<file path="src/rtl/cbuf_pkg.sv">
package cbuf_pkg;

  typedef enum logic [1:0] {
    OP_IDLE   = 2'd0,
    OP_APPLY  = 2'd1,
    OP_REJECT = 2'd2
  } op_res_e;

  // window [off, off+len) lies inside the available span
  function automatic logic fits(int unsigned off, int unsigned len, int unsigned avail);
    return (off + len) <= avail;
  endfunction

  // slot address of base+off for a power-of-two ring
  function automatic int unsigned wrap_add(int unsigned base, int unsigned off,
                                           int unsigned depth);
    return (base + off) & (depth - 1);
  endfunction

  // decide what a counted command does
  function automatic op_res_e judge(logic vld, logic hit, int unsigned cnt,
                                    int unsigned avail);
    if (!(vld && hit)) return OP_IDLE;
    if (cnt > avail)   return OP_REJECT;
    return OP_APPLY;
  endfunction

endpackage

</file>
<file path="src/rtl/cbuf_window.sv">
module cbuf_window #(
  parameter int AW = 4
) (
  input  logic          req_i,
  input  logic          hit_i,
  input  logic [AW:0]   base_i,
  input  logic [AW-1:0] off_i,
  input  logic [AW:0]   len_i,
  input  logic [AW:0]   avail_i,
  output logic          gnt_o,
  output logic          stall_o,
  output logic [AW-1:0] addr_o
);
  localparam int unsigned SLOTS = 1 << AW;

  logic fit;
  logic live;

  assign live    = req_i & hit_i;
  assign fit     = cbuf_pkg::fits(32'(off_i), 32'(len_i), 32'(avail_i));
  assign gnt_o   = live & fit;
  assign stall_o = live & ~fit;
  assign addr_o  = AW'(cbuf_pkg::wrap_add(32'(base_i), 32'(off_i), SLOTS));
endmodule

</file>
<file path="src/rtl/cbuf_ptr.sv">
module cbuf_ptr #(
  parameter int AW = 4
) (
  input  logic        clk,
  input  logic        rst_n,
  input  logic        step_i,
  input  logic [AW:0] cnt_i,
  output logic [AW:0] ptr_o
);
  // the extra top bit is the lap bit that separates full from empty
  always_ff @(posedge clk) begin
    if (!rst_n)      ptr_o <= '0;
    else if (step_i) ptr_o <= ptr_o + cnt_i;
  end
endmodule

</file>
<file path="src/rtl/cbuf_ctrl.sv">
module cbuf_ctrl #(
  parameter int DEPTH  = 16,
  parameter int ID_W   = 4,
  parameter int BUF_ID = 3,
  localparam int AW    = $clog2(DEPTH),
  localparam int CW    = AW + 1
) (
  input  logic            clk,
  input  logic            rst_n,
  input  logic            wr_req_i,
  input  logic [ID_W-1:0] wr_id_i,
  input  logic [AW-1:0]   wr_off_i,
  input  logic [CW-1:0]   wr_len_i,
  output logic            wr_gnt_o,
  output logic [AW-1:0]   wr_addr_o,
  output logic            wr_stall_o,
  input  logic            cmt_vld_i,
  input  logic [CW-1:0]   cmt_cnt_i,
  input  logic            rd_req_i,
  input  logic [ID_W-1:0] rd_id_i,
  input  logic [AW-1:0]   rd_off_i,
  input  logic [CW-1:0]   rd_len_i,
  output logic            rd_gnt_o,
  output logic [AW-1:0]   rd_addr_o,
  output logic            rd_stall_o,
  input  logic            cons_vld_i,
  input  logic [CW-1:0]   cons_cnt_i,
  output logic [CW-1:0]   level_o,
  output logic            err_o
);
  import cbuf_pkg::*;

  localparam logic [ID_W-1:0] MY_TAG = ID_W'(BUF_ID);
  localparam logic [CW-1:0]   FULL   = CW'(DEPTH);

  logic [CW-1:0] head, tail, level, room;
  logic          wr_hit, rd_hit;
  op_res_e       cmt_res, cons_res;

  // named events for the checker
  logic cmt_ok, cmt_bad, cons_ok, cons_bad;

  assign wr_hit = (wr_id_i == MY_TAG);
  assign rd_hit = (rd_id_i == MY_TAG);
  assign level  = head - tail;
  assign room   = FULL - level;

  assign cmt_res  = judge(cmt_vld_i,  wr_hit, 32'(cmt_cnt_i),  32'(room));
  assign cons_res = judge(cons_vld_i, rd_hit, 32'(cons_cnt_i), 32'(level));

  assign cmt_ok   = (cmt_res  == OP_APPLY);
  assign cmt_bad  = (cmt_res  == OP_REJECT);
  assign cons_ok  = (cons_res == OP_APPLY);
  assign cons_bad = (cons_res == OP_REJECT);

  cbuf_ptr #(.AW(AW)) u_head (
    .clk(clk), .rst_n(rst_n), .step_i(cmt_ok), .cnt_i(cmt_cnt_i), .ptr_o(head)
  );

  cbuf_ptr #(.AW(AW)) u_tail (
    .clk(clk), .rst_n(rst_n), .step_i(cons_ok), .cnt_i(cons_cnt_i), .ptr_o(tail)
  );

  cbuf_window #(.AW(AW)) u_wr_win (
    .req_i(wr_req_i), .hit_i(wr_hit), .base_i(head), .off_i(wr_off_i),
    .len_i(wr_len_i), .avail_i(room), .gnt_o(wr_gnt_o), .stall_o(wr_stall_o),
    .addr_o(wr_addr_o)
  );

  cbuf_window #(.AW(AW)) u_rd_win (
    .req_i(rd_req_i), .hit_i(rd_hit), .base_i(tail), .off_i(rd_off_i),
    .len_i(rd_len_i), .avail_i(level), .gnt_o(rd_gnt_o), .stall_o(rd_stall_o),
    .addr_o(rd_addr_o)
  );

  always_ff @(posedge clk) begin
    if (!rst_n)                    err_o <= 1'b0;
    else if (cmt_bad || cons_bad)  err_o <= 1'b1;
  end

  assign level_o = level;
endmodule

</file>
<file path="config.mk">
export PLATFORM = sky130hd
export DESIGN_NAME = cbuf_ctrl
export DESIGN_NICKNAME = d
export VERILOG_FILES = /design/src/rtl/cbuf_pkg.sv /design/src/rtl/cbuf_window.sv /design/src/rtl/cbuf_ptr.sv /design/src/rtl/cbuf_ctrl.sv
export SDC_FILE = /design/constraint.sdc
export NUM_CORES = 1
export LEC_CHECK = 0
export BUFFER_PORTS_ARGS = -buffer_cell sky130_fd_sc_hd__buf_2
export CAP_MARGIN = 20
export CORE_MARGIN = 2
export CORE_UTILIZATION = 49
export CTS_BUF_LIST = sky130_fd_sc_hd__clkbuf_4
export DETAILED_ROUTE_END_ITERATION = 16
export HOLD_SLACK_MARGIN = 0.1
export PLACE_DENSITY = 0.8
export SKIP_CTS_REPAIR_TIMING = 1
export SYNTH_ARGS = -nofsm -noshare
export SYNTH_HDL_FRONTEND = slang
export SYNTH_SLANG_ARGS = --single-unit
</file>
<file path="constraint.sdc">
create_clock -name clk -period 3.03 [get_ports clk]
set_clock_uncertainty 0.05 [all_clocks]
set_input_delay 0.1515 -clock clk [delete_from_list [all_inputs] [get_ports clk]]
set_output_delay 0.1515 -clock clk [all_outputs]
set_load 0.01 [all_outputs]
</file>
* Word level (Yosys, flattened, before mapping)
Index checks and enable logic that the tools add are counted.
W data, S select, Z words.
** Word-level totals
- Output and inout bits :: 18
- Bits of input ports :: 42
- Register bits after elaboration :: 11
** Cells by class
- Add/subtract/negate cells :: 8
- Bitwise operators :: 8
- Mux-type cells :: 12
- Order comparisons :: 4
- Equal/unequal tests :: 6
- Reduce and logical (&&, ||, !) cells :: 3
** Operators with widths (number)
- $le A32 B5 Y1 :: 2
- $mux W2 :: 8
- $add A4 B5 Y6 :: 2
- $add A5 B5 Y5 :: 2
- $gt A5 B5 Y1 :: 2
- $add A4 B4 Y4 :: 2
- $eq A4 B2 Y1 const B :: 2
- $and A1 B1 Y1 :: 6
- $sub A5 B5 Y5 :: 1
- $sub A5 B5 Y5 const A :: 1
- $eq A2 B1 Y1 const B :: 2
- $eq A2 B2 Y1 const B :: 2
- $mux W1 :: 4
- $logic_and A1 B1 Y1 :: 2
- $not A1 Y1 :: 2
- $logic_or A1 B1 Y1 :: 1

* Longest topological paths before layout
- Depth in word-level cells :: 9
- Mapped depth :: 15

* Cells and area by module
A second synthesis with hierarchy kept.
** Unflattened totals
- Cells, all modules :: 255
- Area, all modules :: 2115.8 um^2
** Modules (own cells, without submodules)
- cbuf_window :: area each 411.6 um^2, cells an instance 53, instances 2
- cbuf_ptr :: area each 345.3 um^2, cells an instance 37, instances 2
- cbuf_ctrl :: area each 601.8 um^2, cells an instance 75, instances 1

* Worst setup path before layout
Ideal clock, no wire load.
- Path type :: flip-flop to flip-flop
- From :: register u_head.ptr_o[0]
- To :: register u_head.ptr_o[4]
- Buffers on the path :: 0
- Stages on the path, launching flop included :: 16
- Path slack :: -83 ps
- Data arrival time :: 2991 ps
- Setup time :: 72 ps
- Cell sequence :: dfxtp_1 > inv_1 > ha_1 > inv_1 > fa_1 > inv_1 > ha_1 > nand2_1 > a21oi_1 > xnor2_1 > ha_1 > a21oi_1 > o221ai_1 > a21oi_4 > nor3b_2 > mux2i_1
** On the way
- Longest elaborated chain between the ends :: 8
** Ends and longest elaborated chain
- from (decl) :: RTL line cbuf_ptr.sv:8 : output logic [AW:0] ptr_o
- from (signal assigned) :: RTL line cbuf_ptr.sv:13 : else if (step_i) ptr_o <= ptr_o + cnt_i;
- $sub A5 B5 Y5 (*) :: RTL line cbuf_ctrl.sv:45 : assign level = head - tail;
- named net level_o[1] :: RTL line cbuf_ctrl.sv:28 : output logic [CW-1:0] level_o,
- $sub A5 B5 Y5 (*) :: RTL line cbuf_ctrl.sv:46 : assign room = FULL - level;
- $gt A5 B5 Y1 (*) :: RTL line cbuf_pkg.sv:24 : if (cnt > avail) return OP_REJECT;
- $mux W1 (2 in series) :: RTL line cbuf_pkg.sv:24
- $mux W2 (*) :: RTL line cbuf_pkg.sv:25 : return OP_APPLY;
- $mux W2 (*) :: RTL line cbuf_pkg.sv:24
- $eq A2 B1 Y1 (*) :: RTL line cbuf_ctrl.sv:51 : assign cmt_ok = (cmt_res == OP_APPLY);
Mark *: on every way through the listed nets, which the timed path passes. The rest lies on a longest branch. The select of a mux whose other input is x is not followed.
A chain may end at the register's enable or synchronous reset.

* Final worst setup path
- From :: register u_head.ptr_o[0]
- To :: register u_head.ptr_o[3]
** On the way
- Longest elaborated chain between the ends :: 8
** Ends and longest elaborated chain (RTL line)
- $sub A5 B5 Y5 :: cbuf_ctrl.sv:45
- $sub A5 B5 Y5 :: cbuf_ctrl.sv:46
- $gt A5 B5 Y1 :: cbuf_pkg.sv:24
- $mux W1 (2 in series) :: cbuf_pkg.sv:24
- $mux W2 :: cbuf_pkg.sv:25
- $mux W2 :: cbuf_pkg.sv:24
- $eq A2 B1 Y1 :: cbuf_ctrl.sv:51
Parallel ways exist; a longest one is shown, timed or not. The select of a mux whose other input is x is not followed.

==> results.ini <==
[die]
floorplan.die.width_microns=67.9
top_level_ports=60
rows=23
design.core.area_sq_um=3970
dieArea_sq_um=4610
floorplan.initialDensity_pct=50.3
die_height_microns=67.9

[worst_setup_path]
cells_along_the_critical_path=inv_2 -> ha_4 -> inv_2 -> fa_2 -> a21o_1 -> a21oi_2 -> xnor2_2 -> xnor2_2 -> ha_1 -> nand4_1 -> or2_4 -> a21oi_4 -> buf_6 -> mux2i_1 -> nor2b_1
critical-path-top-delay-family=adder cells
critPathMaxFanout=4
worst-endpoint-arrival_ns=3.28
worstSetupEndpointType=register
path_buf_inv=3
critPathRequiredTime_ns=3.15
critPathMaxStageDelay_ns=0.36
timing_worst_setup_path_type=register to register
startpoint_type=register
cp_slowest_cell=sky130_fd_sc_hd__fa_2

[cells_and_area]
design_area_sq_um=2820
num-nets-final=414
flow.area_growth_from_synthesis_pct=40.9
n_antenna_cell=0
layout-drive-gt1-share_pct=41.0
fin_util_pct=70.9

[status]
violations=setup timing
status=finished, violations left

[sta]
setup-tns-final_ns=-1.02
finalCritPeriodShare_pct=105
finalMaxSlewViolations=0
finalHoldViolCount=0
fmax_ghz=0.316
post-route-worst-setup-slack_ns=-0.137
timing_worst_slew_pin_value_ns=0.356
finalCriticalPeriod_ns=3.17
rsz0062_at_grt=yes
max_slew_margin_pct=76.0
finalSetupViolations=14

[logic_synthesis]
synth.net_count=326
synth_enable_flop_cells=0
yosys_register_bits=11
postSynthCellCount=230
syn_area_per_cell_sq_um=8.69
synth-warning-count=0
dominant_synthesized_flop_cell=sky130_fd_sc_hd__dfxtp_1
mappedNetlistArea_sq_um=2000
synth_largest_type_area_fraction_pct=29.4
yosys_cell_types=32
synth_top_cells_by_area=sky130_fd_sc_hd__ha_1, sky130_fd_sc_hd__dfxtp_1, sky130_fd_sc_hd__xnor2_1
ys_seq_area_share_pct=11.0
netlist.top_cell.by_area=sky130_fd_sc_hd__ha_1
synth-async-reset-ratio_pct=0

[power]
static-leakage-power_nw=1.42
power_density_nw_per_um2=249
irDropWorstVdd_mv=0.210

[clocking]
cts_max_path_buffers=2
tritoncts.num_buffers=3
clock_tree_from_tritoncts=done
clockRootBuffer=sky130_fd_sc_hd__clkbuf_4
cts.sinks=11
worst_setup_hold_path_clk_slew_ns=0.07
worstSkewPairLatency_ns=0.27
htree_num_levels=1

[routing]
drtPass1Iterations=4
avgRoutedWirePerCell_microns=15.2
finalWirelength_microns=5590
final_antenna_net_count=0
count_of_unresolved_drc_violations_after_routing=0
drt_iter0_drc=128
detailroute.via_count=1957
via_density_per_instance=5.33

[placement]
gpl.final_weighted_congestion=0.836
place_ws_ns=-0.0939
dp_hpwl_microns=4120
post_dp_cell_area_sq_um=2520
port_buffers=59

[grt]
track_usage_pct=21.0
grt_start_max_net_pins=14
grt_overflow_total=0
initial_antenna_violation_count=0
number_of_global_route_vias_before_repair=1796
grt_first_pass_wirelength_microns=7390

[flow_run]
max-cap-violations=0

[min_path]
timing.hold.worst.class=input pin to register

==> through the flow <==
step                      power [mW]  hold WS, ns  std cells
after CTS                      0.607        0.144        359
final                          0.701        0.154        367
after detailed placement       0.503        0.407        355
after global routing           0.760        0.143        367
after floorplan                0.391        0.247        230
after global placement         0.490        0.395        355
==> cell usage after synthesis, types with 3 or more instances <==
| master | n |
|---|---|
| sky130_fd_sc_hd__a21oi_1 | 16 |
| sky130_fd_sc_hd__mux2i_1 | 10 |
| sky130_fd_sc_hd__ha_1 | 47 |
| sky130_fd_sc_hd__dfxtp_1 | 11 |
| sky130_fd_sc_hd__xnor2_1 | 19 |
| sky130_fd_sc_hd__o21ai_0 | 5 |
| sky130_fd_sc_hd__fa_1 | 7 |
| sky130_fd_sc_hd__nand4_1 | 4 |
| sky130_fd_sc_hd__inv_1 | 38 |
| sky130_fd_sc_hd__a21o_1 | 9 |
| sky130_fd_sc_hd__nand2_1 | 13 |
| sky130_fd_sc_hd__o21a_1 | 6 |
| sky130_fd_sc_hd__nor2b_1 | 12 |
| sky130_fd_sc_hd__xor2_1 | 3 |
==> where the power goes <==
part | switching (mW) | total [mW] | internal, mW
Clock | 0.0508 | 0.0997 | 0.0489
Sequential | 0.00187 | 0.149 | 0.147
Combinational | 0.231 | 0.453 | 0.222
==> cell type report <==
cell class	instances	area (sq um)
flip-flops and latches	11	225
clock inverters	1	5.00
inverters	38	143
fillers	290	1150
multi-input cells	180	1850
clock buffers	3	22.5
repair buffers	84	510
well taps	50	62.6
==> sequential cells by signal (all words and copies together) (netlist names) <==
name / cells
u_tail.ptr_o: 5
u_head.ptr_o: 5
err_o: 1
==> cells by family (layout without fill, tap and decap cells) <==
logic type	count (synthesis)	after routing	synth area share, %
flops	11	11	11.0
mux	10	10	5.01
compound gates	47	47	16.5
simple gates	47	47	14.1
fa+ha+maj	54	54	36.4
buf+inv	39	126	7.32
xor+xnor	22	22	9.64
==> worst paths after layout <==
kind,start,end,slack (ns),cells after the start
setup / recovery,u_head.ptr_o[0],u_head.ptr_o[3],-0.14,15
hold reg to reg,err_o,err_o,0.43,1
hold / removal,rst_n,err_o,0.15,2
setup reg to reg,u_head.ptr_o[0],u_head.ptr_o[3],-0.14,15
==> layer usage <==
layer	vias to the layer above	part of all wire (%)	GRT usage (%)	wire, microns
met2	58	50	37.0	2800
met4	0	1.1	6.75	63
met1	931	45	27.3	2510
li1	962	-	-	-
met5	-	0	0	0
met3	6	3.8	1.15	215
==> placed cells by master, fill, tap and decap left out, types with 2 or more instances in the layout <==
master and n:
sky130_fd_sc_hd__a21boi_0 2, sky130_fd_sc_hd__a21o_1 9, sky130_fd_sc_hd__a21oi_1 12, sky130_fd_sc_hd__a21oi_2 3, sky130_fd_sc_hd__a21oi_4 3, sky130_fd_sc_hd__and4bb_2 2, sky130_fd_sc_hd__buf_2 57, sky130_fd_sc_hd__buf_4 21
sky130_fd_sc_hd__buf_6 6, sky130_fd_sc_hd__clkbuf_4 3, sky130_fd_sc_hd__dfxtp_1 7, sky130_fd_sc_hd__dfxtp_2 4, sky130_fd_sc_hd__fa_1 6, sky130_fd_sc_hd__ha_1 39, sky130_fd_sc_hd__ha_4 8, sky130_fd_sc_hd__inv_1 33
sky130_fd_sc_hd__inv_2 5, sky130_fd_sc_hd__mux2i_1 9, sky130_fd_sc_hd__nand2_1 13, sky130_fd_sc_hd__nand2b_1 2, sky130_fd_sc_hd__nand4_1 4, sky130_fd_sc_hd__nor2_1 2, sky130_fd_sc_hd__nor2b_1 11, sky130_fd_sc_hd__nor3_1 2
sky130_fd_sc_hd__nor3b_1 2, sky130_fd_sc_hd__o211a_1 2, sky130_fd_sc_hd__o21a_1 6, sky130_fd_sc_hd__o21ai_0 2, sky130_fd_sc_hd__o21ai_1 2, sky130_fd_sc_hd__o21ba_2 2, sky130_fd_sc_hd__o221ai_2 2, sky130_fd_sc_hd__xnor2_1 15
sky130_fd_sc_hd__xnor2_2 3, sky130_fd_sc_hd__xor2_1 3
==> worst register-to-register path, stage by stage (launching register included) <==
cell	delay, ns
sky130_fd_sc_hd__dfxtp_2	0.33
sky130_fd_sc_hd__inv_2	0.06
sky130_fd_sc_hd__ha_4	0.13
sky130_fd_sc_hd__inv_2	0.03
sky130_fd_sc_hd__fa_2	0.36
sky130_fd_sc_hd__a21o_1	0.22
sky130_fd_sc_hd__a21oi_2	0.21
sky130_fd_sc_hd__xnor2_2	0.15
sky130_fd_sc_hd__xnor2_2	0.18
sky130_fd_sc_hd__ha_1	0.33
sky130_fd_sc_hd__nand4_1	0.17
sky130_fd_sc_hd__or2_4	0.29
sky130_fd_sc_hd__a21oi_4	0.16
sky130_fd_sc_hd__buf_6	0.14
sky130_fd_sc_hd__mux2i_1	0.20
sky130_fd_sc_hd__nor2b_1	0.06
Power figures use the tool's default switching activity.
